[src/rtl/adc_sp_pkg.sv]
package adc_sp_pkg;

    typedef enum logic [1:0] {
        ST_IDLE = 2'd0,
        ST_CONV = 2'd1,
        ST_READ = 2'd2
    } sp_state_t;

    typedef enum logic {
        MODE_SEL   = 1'b0,
        MODE_CHAIN = 1'b1
    } sp_mode_t;

endpackage

[src/rtl/sp_edge_det.sv]
module sp_edge_det #(
    parameter int W = 3
) (
    input  logic         clk,
    input  logic         rst_n,
    input  logic [W-1:0] din,
    output logic [W-1:0] din_q,
    output logic [W-1:0] rise,
    output logic [W-1:0] fall
);

    always_ff @(posedge clk) begin
        if (!rst_n) din_q <= '0;
        else        din_q <= din;
    end

    for (genvar i = 0; i < W; i++) begin : g_edge
        assign rise[i] =  din[i] & ~din_q[i];
        assign fall[i] = ~din[i] &  din_q[i];
    end

endmodule

[src/rtl/sp_conv_timer.sv]
module sp_conv_timer #(
    parameter int CYCLES = 60
) (
    input  logic clk,
    input  logic rst_n,
    input  logic start,
    output logic running,
    output logic done
);

    localparam int CW = $clog2(CYCLES + 1);

    logic [CW-1:0] cnt_q;

    assign done = running && (cnt_q == '0);

    always_ff @(posedge clk) begin
        if (!rst_n) begin
            running <= 1'b0;
            cnt_q   <= '0;
        end else if (start) begin
            running <= 1'b1;
            cnt_q   <= CW'(CYCLES - 1);
        end else if (done) begin
            running <= 1'b0;
        end else if (running) begin
            cnt_q   <= cnt_q - 1'b1;
        end
    end


    tmr_nonzero_start_chk: assert property (@(posedge clk) disable iff (!rst_n)
        (running && $past(running) && !$past(start) && !$past(done)) |-> (cnt_q == $past(cnt_q) - 1'b1));

endmodule

[src/rtl/sp_shifter.sv]
module sp_shifter #(
    parameter int DATA_W = 16
) (
    input  logic              clk,
    input  logic              rst_n,
    input  logic              load,
    input  logic [DATA_W-1:0] load_word,
    input  logic              shift_en,
    input  logic              cap_en,
    input  logic              ser_in,
    input  logic              lead_bit,
    output logic              ser_out
);

    localparam int SR_W = DATA_W + 1;

    logic [SR_W-1:0] sr_q;
    logic            cap_q;

    assign ser_out = lead_bit ? sr_q[SR_W-1] : sr_q[SR_W-2];

    always_ff @(posedge clk) begin
        if (!rst_n) begin
            sr_q  <= '0;
            cap_q <= 1'b0;
        end else begin
            if (cap_en) cap_q <= ser_in;
            if (load)
                sr_q <= {1'b0, load_word};
            else if (shift_en)
                sr_q <= {sr_q[SR_W-2:0], cap_q};
        end
    end


    sr_quiet_chk: assert property (@(posedge clk) disable iff (!rst_n)
        (!load && !shift_en) |=> $stable(sr_q));

endmodule

[src/rtl/adc_serial_port.sv]
module adc_serial_port
    import adc_sp_pkg::*;
#(
    parameter int DATA_W      = 16,
    parameter int CONV_CYCLES = 60
) (
    input  logic              clk,
    input  logic              rst_n,
    input  logic              cnv,
    input  logic              sdi,
    input  logic              sck,
    input  logic [DATA_W-1:0] conv_result,
    output logic              sdo,
    output logic              sdo_oe
);

    localparam int IDX_CNV = 0;
    localparam int IDX_SDI = 1;
    localparam int IDX_SCK = 2;
    localparam int N_LINES = 3;

    sp_state_t state_q, state_d;
    sp_mode_t  mode_q;
    logic      lead_q;

    logic [N_LINES-1:0] line_now, line_q, line_rise, line_fall;
    logic cnv_rise, sck_rise, sck_fall, sdi_prev, sck_prev;
    logic start, timer_run, timer_done;
    logic selected, shift_en, cap_en, ser_in, shifter_out;

    assign line_now = {sck, sdi, cnv};

    sp_edge_det #(.W(N_LINES)) u_edges (
        .clk   (clk),
        .rst_n (rst_n),
        .din   (line_now),
        .din_q (line_q),
        .rise  (line_rise),
        .fall  (line_fall)
    );

    assign cnv_rise = line_rise[IDX_CNV];
    assign sck_rise = line_rise[IDX_SCK];
    assign sck_fall = line_fall[IDX_SCK];
    assign sdi_prev = line_q[IDX_SDI];
    assign sck_prev = line_q[IDX_SCK];

    assign start = cnv_rise && (state_q != ST_CONV);

    sp_conv_timer #(.CYCLES(CONV_CYCLES)) u_timer (
        .clk     (clk),
        .rst_n   (rst_n),
        .start   (start),
        .running (timer_run),
        .done    (timer_done)
    );

    sp_shifter #(.DATA_W(DATA_W)) u_shift (
        .clk       (clk),
        .rst_n     (rst_n),
        .load      (timer_done),
        .load_word (conv_result),
        .shift_en  (shift_en),
        .cap_en    (cap_en),
        .ser_in    (ser_in),
        .lead_bit  (lead_q),
        .ser_out   (shifter_out)
    );

    always_comb begin
        state_d = state_q;
        unique case (state_q)
            ST_IDLE: if (start)      state_d = ST_CONV;
            ST_CONV: if (timer_done) state_d = ST_READ;
            ST_READ: if (start)      state_d = ST_CONV;
            default:                 state_d = ST_IDLE;
        endcase
    end

    always_ff @(posedge clk) begin
        if (!rst_n) begin
            state_q <= ST_IDLE;
            mode_q  <= MODE_SEL;
            lead_q  <= 1'b0;
        end else begin
            state_q <= state_d;
            if (start) begin
                mode_q <= sdi_prev ? MODE_SEL : MODE_CHAIN;
                lead_q <= !sdi_prev && sck_prev;
            end else if (timer_done && mode_q == MODE_SEL) begin
                lead_q <= !cnv || !sdi;
            end
        end
    end

    always_comb begin
        selected = (mode_q == MODE_CHAIN) || !cnv || !sdi;
        shift_en = 1'b0;
        cap_en   = 1'b0;
        ser_in   = 1'b0;
        sdo      = 1'b0;
        sdo_oe   = 1'b0;
        unique case (state_q)
            ST_IDLE: begin
                sdo    = shifter_out;
                sdo_oe = (mode_q == MODE_CHAIN);
            end
            ST_CONV: begin
                sdo    = (mode_q == MODE_CHAIN) && lead_q;
                sdo_oe = (mode_q == MODE_CHAIN);
            end
            ST_READ: begin
                shift_en = sck_fall && selected;
                cap_en   = sck_rise && (mode_q == MODE_CHAIN);
                ser_in   = (mode_q == MODE_CHAIN) && sdi;
                sdo      = shifter_out;
                sdo_oe   = selected;
            end
            default: begin
                sdo    = 1'b0;
                sdo_oe = 1'b0;
            end
        endcase
    end


    timer_scope_chk: assert property (@(posedge clk) disable iff (!rst_n)
        timer_done |-> (state_q == ST_CONV));


    conv_timer_align_chk: assert property (@(posedge clk) disable iff (!rst_n)
        (state_q == ST_CONV) |-> timer_run);


    mode_hold_chk: assert property (@(posedge clk) disable iff (!rst_n)
        ((state_q == ST_CONV) && $past(state_q == ST_CONV)) |-> $stable(mode_q));


    sel_hiz_conv_chk: assert property (@(posedge clk) disable iff (!rst_n)
        ((state_q == ST_CONV) && (mode_q == MODE_SEL)) |-> !sdo_oe);


    chain_drive_chk: assert property (@(posedge clk) disable iff (!rst_n)
        (mode_q == MODE_CHAIN) |-> sdo_oe);


    chain_busy_high_chk: assert property (@(posedge clk) disable iff (!rst_n)
        ((state_q == ST_CONV) && (mode_q == MODE_CHAIN) && lead_q) |-> sdo);

endmodule

[config.mk]
export PLATFORM = sky130hd
export DESIGN_NAME = adc_serial_port
export DESIGN_NICKNAME = d
export VERILOG_FILES = /design/src/rtl/adc_sp_pkg.sv /design/src/rtl/sp_edge_det.sv /design/src/rtl/sp_conv_timer.sv /design/src/rtl/sp_shifter.sv /design/src/rtl/adc_serial_port.sv
export SDC_FILE = /design/constraint.sdc
export NUM_CORES = 1
export LEC_CHECK = 0
export CORE_ASPECT_RATIO = 0.6
export CORE_MARGIN = 2
export CORE_UTILIZATION = 50
export DETAILED_ROUTE_END_ITERATION = 10
export DONT_BUFFER_PORTS = 1
export PLACE_DENSITY_LB_ADDON = 0.25
export SYNTH_ARGS = -nofsm -noshare
export SYNTH_HDL_FRONTEND = slang
export SYNTH_SLANG_ARGS = --single-unit
[constraint.sdc]
create_clock -name clk -period 5.5 [get_ports clk]
set_input_delay 1.1 -clock clk [delete_from_list [all_inputs] [get_ports clk]]
set_output_delay 1.1 -clock clk [all_outputs]
set_load 0.02 [all_outputs]
==> results.yml, run 1 <==
placement:
  io_buffers: 0
  gp_congestion: 0.788
  dpl.hpwl_um: 1900
  numPlacedInstances: 177
yosys:
  synth_top_area_share_pct: 43.9
  synthesis.nets: 175
  synthArstFlopShare_pct: 0
  synth-main-ff-cell: "dfxtp_1"
  synth-seq-cells: 32
  synth_area_leaders: "dfxtp_1 (44%), mux2i_1 (15%), a21oi_1 (7.2%)"
  synth-simple-area-share_pct: 12.7
  synth_compound_area_share_pct: 19.1
  yosysTopAreaCell: "dfxtp_1"
  post_synth_num_cell_types: 36
  ys_seq_area_share_pct: 43.9
  synth_xor_area_share_pct: 1.20
  netlist_area_um2: 1460
  netlist_instances: 153
  yosys-top-cells-count: "dfxtp_1 (32), mux2i_1 (22), a21oi_1 (21)"
  avgSynthCellArea_um2: 9.53
  synthMuxAreaShare_pct: 15.9
  synth_top_family_by_area: "compound AO/OA/AOI/OAI gates"
  yosysMostFrequentCell: "dfxtp_1"
  synth-edff-count: 0
  synth_fa_ha_area_share_pct: 0.858
  ys_warn_count: 0
critical_path:
  crit_top_cell: "nand2_1"
  crit_arrival_ns: 1.53
  path_max_fanout: 3
  cp-start-kind: "primary input"
  r2r_cells: 6
  crit_end: "sdo_oe"
  cp-end-kind: "primary output"
  crit_slowest_cell: "nand2_1"
  path_cells: "nand2_1 > o21ai_0 > nand2_1"
  cp.required_ns: 4.40
  worst_path_largest_cell_delay_ns: 0.18
  crit_type: "in2out"
  r2r-start: "u_timer.cnt_q[0]"
  regToRegEndpoint: "u_shift.sr_q[0]"
  rrSetupSlack_ns: 3.23
  cp-startpoint: "sdi"
floorplan:
  core_region_area_um2: 2820
  start_util_pct: 51.8
  dieArea_um2: 3380
  placementRows: 15
  ios: 23
  die_w_um: 73.7
  fp.dieH_um: 45.8
global_routing:
  grt_pass1_vias: 917
  grt_overflow: 0
  antenna_found_initial: 0
  grt_pass1_wl_um: 4380
  grtUsageTotal_pct: 17.9
  grt_max_degree: 34
clock_tree:
  hold_buffers: 0
  cts_made_buffers: 5
  clk_path_buf_depth: 2
  clk_pin_slew_ns: 0.06
  clock_sinks: 32
  cts-htree-levels: 2
  postCtsSetupBuffers: 0
  cts_tree: "built"
  worstSkewPairLatency_ns: 0.28
  root_buffer: "clkbuf_8"
  cts_resized: 0
worst_hold_path:
  min_path_type: "reg2reg"
drt:
  drcViolationCount: 0
  wl_um: 2690
  via_per_inst: 5.65
  vias: 1045
  firstDrtPassIters: 4
  final_antenna_net_count: 0
  wl_per_cell_um: 14.5
  first_iter_violations: 47
power:
  cellPowerDensity_nw_per_um2: 332
  leakage_nw: 0.655
  ir_drop_v: 0.000143
sta:
  final_hold_viol_count: 0
  relSlewSlack_pct: 22.3
  max_freq_ghz: 0.380
  grt_setup_unrepaired: "false"
  finClkSkew_ns: 0.00433
  finalMaxSlewViolations: 0
  finalCritPeriodShare_pct: 47.9
  worstMarginPinSlew_ns: 1.17
  fin_setup_tns_ns: 0
  min_period_ns: 2.63
  setup_viol: 0
  hold_ws_ns: 0.444
layout:
  area_delta_synth_final_pct: 4.55
  stdcell_count: 185
  final_layout_size_suffix_gt1_share_pct: 7.95
  fin_nets: 172
  fin_util_pct: 54.1
  diodes: 0
run_status:
  run_status: "complete, no violations"
job:
  max_cap_viol_count: 0
[registers in the layout (all words and copies together), names as in the netlist]
name             flops
u_shift.sr_q        17
u_edges.din_q        3
lead_q               1
u_timer.running      1
u_timer.cnt_q        6
u_shift.cap_q        1
mode_q               1
state_q              2
[final cells by class]
cell class,count,area (um^2)
multi-input cells,106,732
inverters,5,18.8
flip-flops and latches,32,641
clock buffers,8,90.1
fillers,264,1290
well taps,34,42.5
[placed cells by master, fill, tap and decap left out, drive strengths merged, types with 3 or more instances in the layout]
cell type / Yosys / layout
clkbuf: 3 / 8
nor2: 8 / 8
dfxtp: 32 / 32
nor2b: 3 / 3
a21oi: 21 / 21
mux2i: 22 / 22
nand2: 6 / 6
o21ai: 17 / 17
and2: 3 / 3
inv: 5 / 5
nand2b: 4 / 4
[how the worst min path moves through the flow]
stage / start / cells after the start / end
finish: u_edges.din_q[1] / 1 / mode_q
global route: u_edges.din_q[1] / 1 / mode_q
CTS: u_edges.din_q[1] / 1 / mode_q
detailed placement: u_edges.din_q[1] / 1 / mode_q
global placement: u_edges.din_q[1] / 1 / mode_q
floorplan: u_edges.din_q[1] / 1 / mode_q
[logic make-up after synthesis]
family	after synthesis
AO/OA/AOI/OAI	47
XOR/XNOR	2
adder cells (fa/ha/maj)	1
buffers and inverters	15
flip-flops	32
multiplexers	23
AND/OR/NAND/NOR	33
[power by group]
group	internal [W]	switching [W]
Combinational	0.0000290	0.0000333
Clock	0.000102	0.0000786
Sequential	0.000249	0.0000145
[metrics by stage]
stage / setup slack, ns / instance area, um^2 / total power [W]
detailed placement: 2.82 / 1430 / 0.000331
finish: 2.87 / 1520 / 0.000507
global route: 2.81 / 1520 / 0.000534
global placement: 2.87 / 1430 / 0.000328
floorplan: 2.96 / 1460 / 0.000323
CTS: 2.87 / 1520 / 0.000512
[metal layers]
layer / vias up / global-route usage, % / routed length [um]
li1: 542 / - / -
met1: 479 / 24.5 / 1340
met2: 19 / 25.2 / 1140
met3: 5 / 7.30 / 162
met4: 0 / 6.55 / 38
met5: - / 0 / 0
[critical path, delay by kind of cell]
| kind | cells | cell delay (ns) |
|---|---|---|
| AO/OA/AOI/OAI | 1 | 0.17 |
| AND/OR/NAND/NOR | 2 | 0.26 |
(Power assumes the default switching activity.)
==> inputs of run 2 (changes only) <==
==> constraint.sdc (replaced) <==
create_clock -name clk -period 2.68 [get_ports clk]
set_input_delay 0.536 -clock clk [delete_from_list [all_inputs] [get_ports clk]]
set_output_delay 0.536 -clock clk [all_outputs]
set_load 0.02 [all_outputs]
==> run 2 against run 1 <==
Net effect: via count fell by 1.9%; sequential cell count stayed put; routed wire length increased by 0.37%; clock skew is 0.0020 ns lower; critical path depth rose by 3; final cell count decreased by 1.1%; power is 95% higher; die area is the same; critical path type is now reg2reg.
==> results.yml, run 2 (synthesis gave the netlist of run 1 again) <==
drt:
  wl_um: 2700
  vias: 1025
  final_antenna_net_count: 0
  wl_per_cell_um: 14.7
  first_iter_violations: 78
  drcViolationCount: 0
  firstDrtPassIters: 4
  via_per_inst: 5.60
layout:
  diodes: 0
  stdcell_count: 183
  final_layout_size_suffix_gt1_share_pct: 8.05
  largest_reg_flops: 17
  layout_common_cells: "dfxtp_1 (32), mux2i_1 (22), a21oi_1 (21), o21ai_1 (13), nor2_1 (8)"
  fin_util_pct: 53.6
  fin_nets: 173
  largest-register: "u_shift.sr_q"
  area_delta_synth_final_pct: 3.61
  reg.largest.list: "u_shift.sr_q: 17 flops, u_timer.cnt_q: 6 flops, u_edges.din_q: 3 flops"
  final_common_cell: "dfxtp_1"
clock_tree:
  root_buffer: "clkbuf_8"
  hold_buffers: 0
  cts-htree-levels: 2
  cts_made_buffers: 5
  clk_path_buf_depth: 2
  postCtsSetupBuffers: 0
  clock_sinks: 32
  cts_tree: "built"
  worstSkewPairLatency_ns: 0.27
  cts_resized: 0
  clk_pin_slew_ns: 0.06
sta:
  setup_viol: 0
  relSlewSlack_pct: 33.3
  worstMarginPinSlew_ns: 1.00
  finalCritPeriodShare_pct: 82.8
  finClkSkew_ns: 0.00234
  fin_setup_tns_ns: 0
  max_freq_ghz: 0.451
  setup_ws_ns: 0.462
  finalMaxSlewViolations: 0
  grt_setup_unrepaired: "false"
  final_hold_viol_count: 0
  min_period_ns: 2.22
power:
  report.power.total_w: 0.000988
  cellPowerDensity_nw_per_um2: 654
  leakage_nw: 0.650
  ir_drop_v: 0.000343
job:
  max_cap_viol_count: 0
critical_path:
  crit_type: "reg2reg"
  cp.required_ns: 2.79
  cp-end-kind: "flip-flop"
  cp-startpoint: "u_timer.cnt_q[0]"
  crit_arrival_ns: 2.33
  cp_num_buf_inv: 1
  path_delay_family: "simple AND/OR/NAND/NOR gates"
  path_cells: "inv_1 > ha_1 > or3b_4 > or2_1 > o21ai_0 > a21oi_1"
  cp-start-kind: "flip-flop"
  path_max_fanout: 33
  crit_slowest_cell: "or2_1"
  worst_path_largest_cell_delay_ns: 0.61
  r2r-start: "u_timer.cnt_q[0]"
global_routing:
  grt_overflow: 0
  grtUsageTotal_pct: 17.4
  antenna_found_initial: 0
  grt_pass1_vias: 924
  grt_pass1_wl_um: 4230
  grt_max_degree: 34
floorplan:
  start_util_pct: 51.8
  core_region_area_um2: 2820
  dieArea_um2: 3380
  fp.dieH_um: 45.8
  die_w_um: 73.7
  placementRows: 15
  ios: 23
placement:
  gp_congestion: 0.843
  dpl.hpwl_um: 1930
  preCtsSetupSlack_ns: 0.473
  io_buffers: 0
  numPlacedInstances: 178
worst_hold_path:
  min_path_type: "in2reg"
  hold_start: "rst_n"
run_status:
  run_status: "complete, no violations"
-- run 2: cell count changes in the layout (fill, tap and decap cells not counted), sizes merged --
cell    previous run  this run
clkbuf             8         5
buf                0         1
-- run 2: worst reg2reg max path, delay by kind of cell (launching register included) --
kind            cells  cell delay, ns
compound gates      2            0.39
buf+inv             1            0.10
flops               1            0.32
fa+ha+maj           1            0.21
simple gates        2            1.05
-- run 2: report_power, final --
group | switching (W) | internal (W) | leakage (nW)
Sequential | 0.0000300 | 0.000512 | 0.262
Clock | 0.000151 | 0.000167 | 0.0359
Combinational | 0.0000690 | 0.0000591 | 0.352
-- run 2: path summary, 6_finish.rpt --
check / slack, ns / to / cells past startpoint
max: 0.46 / u_shift.sr_q[0] / 6
min: 0.38 / u_shift.sr_q[10] / 2
max reg2reg: 0.46 / u_shift.sr_q[0] / 6
min reg2reg: 0.44 / mode_q / 1
-- run 2: routing by layer --
metal | vias to the layer above | share of wire (%) | track usage (%)
li1 | 542 | - | -
met1 | 454 | 52 | 22.8
met2 | 24 | 40 | 24.5
met3 | 5 | 6.4 | 7.96
met4 | 0 | 1.8 | 7.64
met5 | - | 0 | 0
-- run 2: final cells by class --
| cell class | count | area (um^2) |
|---|---|---|
| multi-input cells | 106 | 732 |
| repair buffers | 1 | 7.51 |
| well taps | 34 | 42.5 |
| clock buffers | 5 | 68.8 |
| inverters | 5 | 18.8 |
| flip-flops and latches | 32 | 641 |
| fillers | 259 | 1310 |
-- run 2: per-stage QoR --
stage	instance area (um^2)	hold slack [ns]
2_1_floorplan	1460	0.413
3_5_place_dp	1440	0.432
4_1_cts	1510	0.364
5_1_grt	1510	0.365
6_report	1510	0.380
3_3_place_gp	1440	0.436
==> inputs of run 3 (changes only) <==
--- a/config.mk
+++ b/config.mk
@@ -5,6 +5,7 @@
 export SDC_FILE = /design/constraint.sdc
 export NUM_CORES = 1
 export LEC_CHECK = 0
+export ABC_AREA = 1
 export CORE_ASPECT_RATIO = 0.6
 export CORE_MARGIN = 2
 export CORE_UTILIZATION = 50
==> constraint.sdc (replaced) <==
create_clock -name clk -period 1.8 [get_ports clk]
set_input_delay 0.36 -clock clk [delete_from_list [all_inputs] [get_ports clk]]
set_output_delay 0.36 -clock clk [all_outputs]
set_load 0.02 [all_outputs]
==> run 3 against run 2 <==
Net effect: core utilization grew 2.0 points; critical path depth shrank 3; routed wire length grew 26%; setup slack lost 0.31 ns; hold slack lost 0.21 ns; power grew 67%; largest cell class unchanged.
==> results.yml, run 3 <==
run_status:
  run_status: "complete, no violations"
placement:
  dpl.hpwl_um: 2350
  io_buffers: 0
  numPlacedInstances: 289
  gp_congestion: 0.811
global_routing:
  met2_usage_pct: 26.5
  grt_use_met3_pct: 5.86
  busiest_layer: "met1"
  grt_overflow: 0
  grt_max_degree: 25
  grt_util_met1_pct: 29.2
  grt_pass1_wl_um: 5980
  grt_pass1_vias: 1356
  grtUsageTotal_pct: 19.2
  antenna_found_initial: 0
floorplan:
  die_w_um: 80.2
  placementRows: 16
  dieArea_um2: 3990
  core_region_area_um2: 3280
  start_util_pct: 53.0
  fp.dieH_um: 49.7
  ios: 23
critical_path:
  crit_arrival_ns: 1.29
  crit_type: "reg2out"
  worst_path_largest_cell_delay_ns: 0.42
  cp.required_ns: 1.44
  cp-end-kind: "primary output"
  path_max_fanout: 4
  path_cells: "nand2_1 > o32ai_1 > buf_4"
  cp-start-kind: "flip-flop"
  crit_slowest_cell: "dfxtp_1"
  path_delay_family: "flip-flops"
  cp_num_buf_inv: 1
drt:
  drcViolationCount: 0
  wl_um: 3390
  firstDrtPassIters: 4
  via_per_inst: 4.89
  first_iter_violations: 64
  vias: 1452
  wl_per_cell_um: 11.4
  final_antenna_net_count: 0
clock_tree:
  hold_buffers: 0
  cts_made_buffers: 5
  clk_pin_slew_ns: 0.07
  cts_tree: "built"
  clock_sinks: 32
  worstSkewPairLatency_ns: 0.28
  root_buffer: "clkbuf_8"
  cts_resized: 0
  clk_path_buf_depth: 2
  postCtsSetupBuffers: 0
  cts-htree-levels: 2
yosys:
  synth-seq-cells: 32
  yosys-top-cells-count: "nand2_1 (93), dfxtp_1 (32), inv_1 (25)"
  synth-edff-count: 0
  synth_area_leaders: "dfxtp_1 (37%), nand2_1 (20%), nand3_1 (6.9%)"
  avgSynthCellArea_um2: 6.99
  ys_warn_count: 0
  synth-main-ff-cell: "dfxtp_1"
  yosysMostFrequentCell: "nand2_1"
  netlist_area_um2: 1740
  yosysTopAreaCell: "dfxtp_1"
  ys_seq_area_share_pct: 36.8
  synth_top_area_share_pct: 36.8
  synthesis.nets: 271
  post_synth_num_cell_types: 24
  netlist_instances: 249
  synthArstFlopShare_pct: 0
job:
  max_cap_viol_count: 0
worst_hold_path:
  min_path_type: "in2reg"
sta:
  fin_setup_tns_ns: 0
  worstMarginPinSlew_ns: 0.346
  grt_setup_unrepaired: "false"
  max_freq_ghz: 0.605
  final_hold_viol_count: 0
  finClkSkew_ns: 0.00395
  relSlewSlack_pct: 76.9
  finalCritPeriodShare_pct: 91.8
  min_period_ns: 1.65
  finalMaxSlewViolations: 0
  setup_viol: 0
power:
  ir_drop_v: 0.000503
  leakage_nw: 0.887
  cellPowerDensity_nw_per_um2: 901
layout:
  largest-register: "u_shift.sr_q"
  final_layout_size_suffix_gt1_share_pct: 17.5
  largest_reg_flops: 17
  stdcell_count: 297
  reg.largest.list: "u_shift.sr_q: 17 flops, u_timer.cnt_q: 6 flops, u_edges.din_q: 3 flops"
  diodes: 0
  layout_common_cells: "nand2_1 (93), dfxtp_1 (32), inv_1 (25), nand3_1 (24), nand2_2 (11)"
  area_delta_synth_final_pct: 4.96
  fin_nets: 273
  final_common_cell: "nand2_1"
==> run 3: logic make-up after synthesis <==
kind of cell,Yosys count,synth area share [%]
and+or+nand+nor,159,44.6
buffers and inverters,39,11.8
DFF,32,36.8
AOI/OAI and AO/OA,18,6.11
adders and majority gates,1,0.718
==> run 3: routing by layer <==
metal	share of wire, %	vias to the layer above
li1	-	785
met1	53	624
met2	41	41
met3	5.1	2
met4	0.21	0
met5	0	-
==> run 3: final cells by class <==
cell class                 count  area (um^2)
inverter                      30          113
tap                           45         56.3
timing repair buffer           4         30.0
fill                         339         1460
clock buffer                   6         82.6
clock inverter                 2         10.0
sequential                    32          641
multi-input combinational    178          896
==> run 3: path summary, 6_finish.rpt <==
path	endpoint	depth (start not counted)	slack [ns]	startpoint
worst max register to register	u_shift.sr_q[13]	10	0.22	u_timer.cnt_q[0]
worst max-delay path	sdo	3	0.15	state_q[0]
worst min-delay path	u_edges.din_q[0]	2	0.17	cnv
worst min register to register	u_shift.sr_q[5]	2	0.44	u_shift.sr_q[4]
==> run 3: power breakdown <==
part	switching (W)	internal [W]	leakage, nW
combinational	0.000179	0.000102	0.575
clock	0.000265	0.000305	0.0510
sequential	0.0000418	0.000753	0.261
==> run 3: worst reg2reg max path, delay by kind of cell (launching register included) <==
family	cells	cell delay, ns
simple gates	5	0.50
buf+inv	4	0.39
flops	1	0.33
fa+ha+maj	1	0.26
==> run 3: metrics by stage <==
stage	hold slack (ns)	setup WS, ns	util [%]	area, um^2	power [W]
2_1_floorplan	0.427	0.395	-	1740	0.00106
3_3_place_gp	0.443	0.245	52.9	1740	0.00109
3_5_place_dp	0.441	0.210	52.9	1740	0.00109
4_1_cts	0.170	0.163	55.7	1830	0.00166
5_1_grt	0.170	0.0138	55.7	1830	0.00175
6_report	0.174	0.147	55.7	1830	0.00165
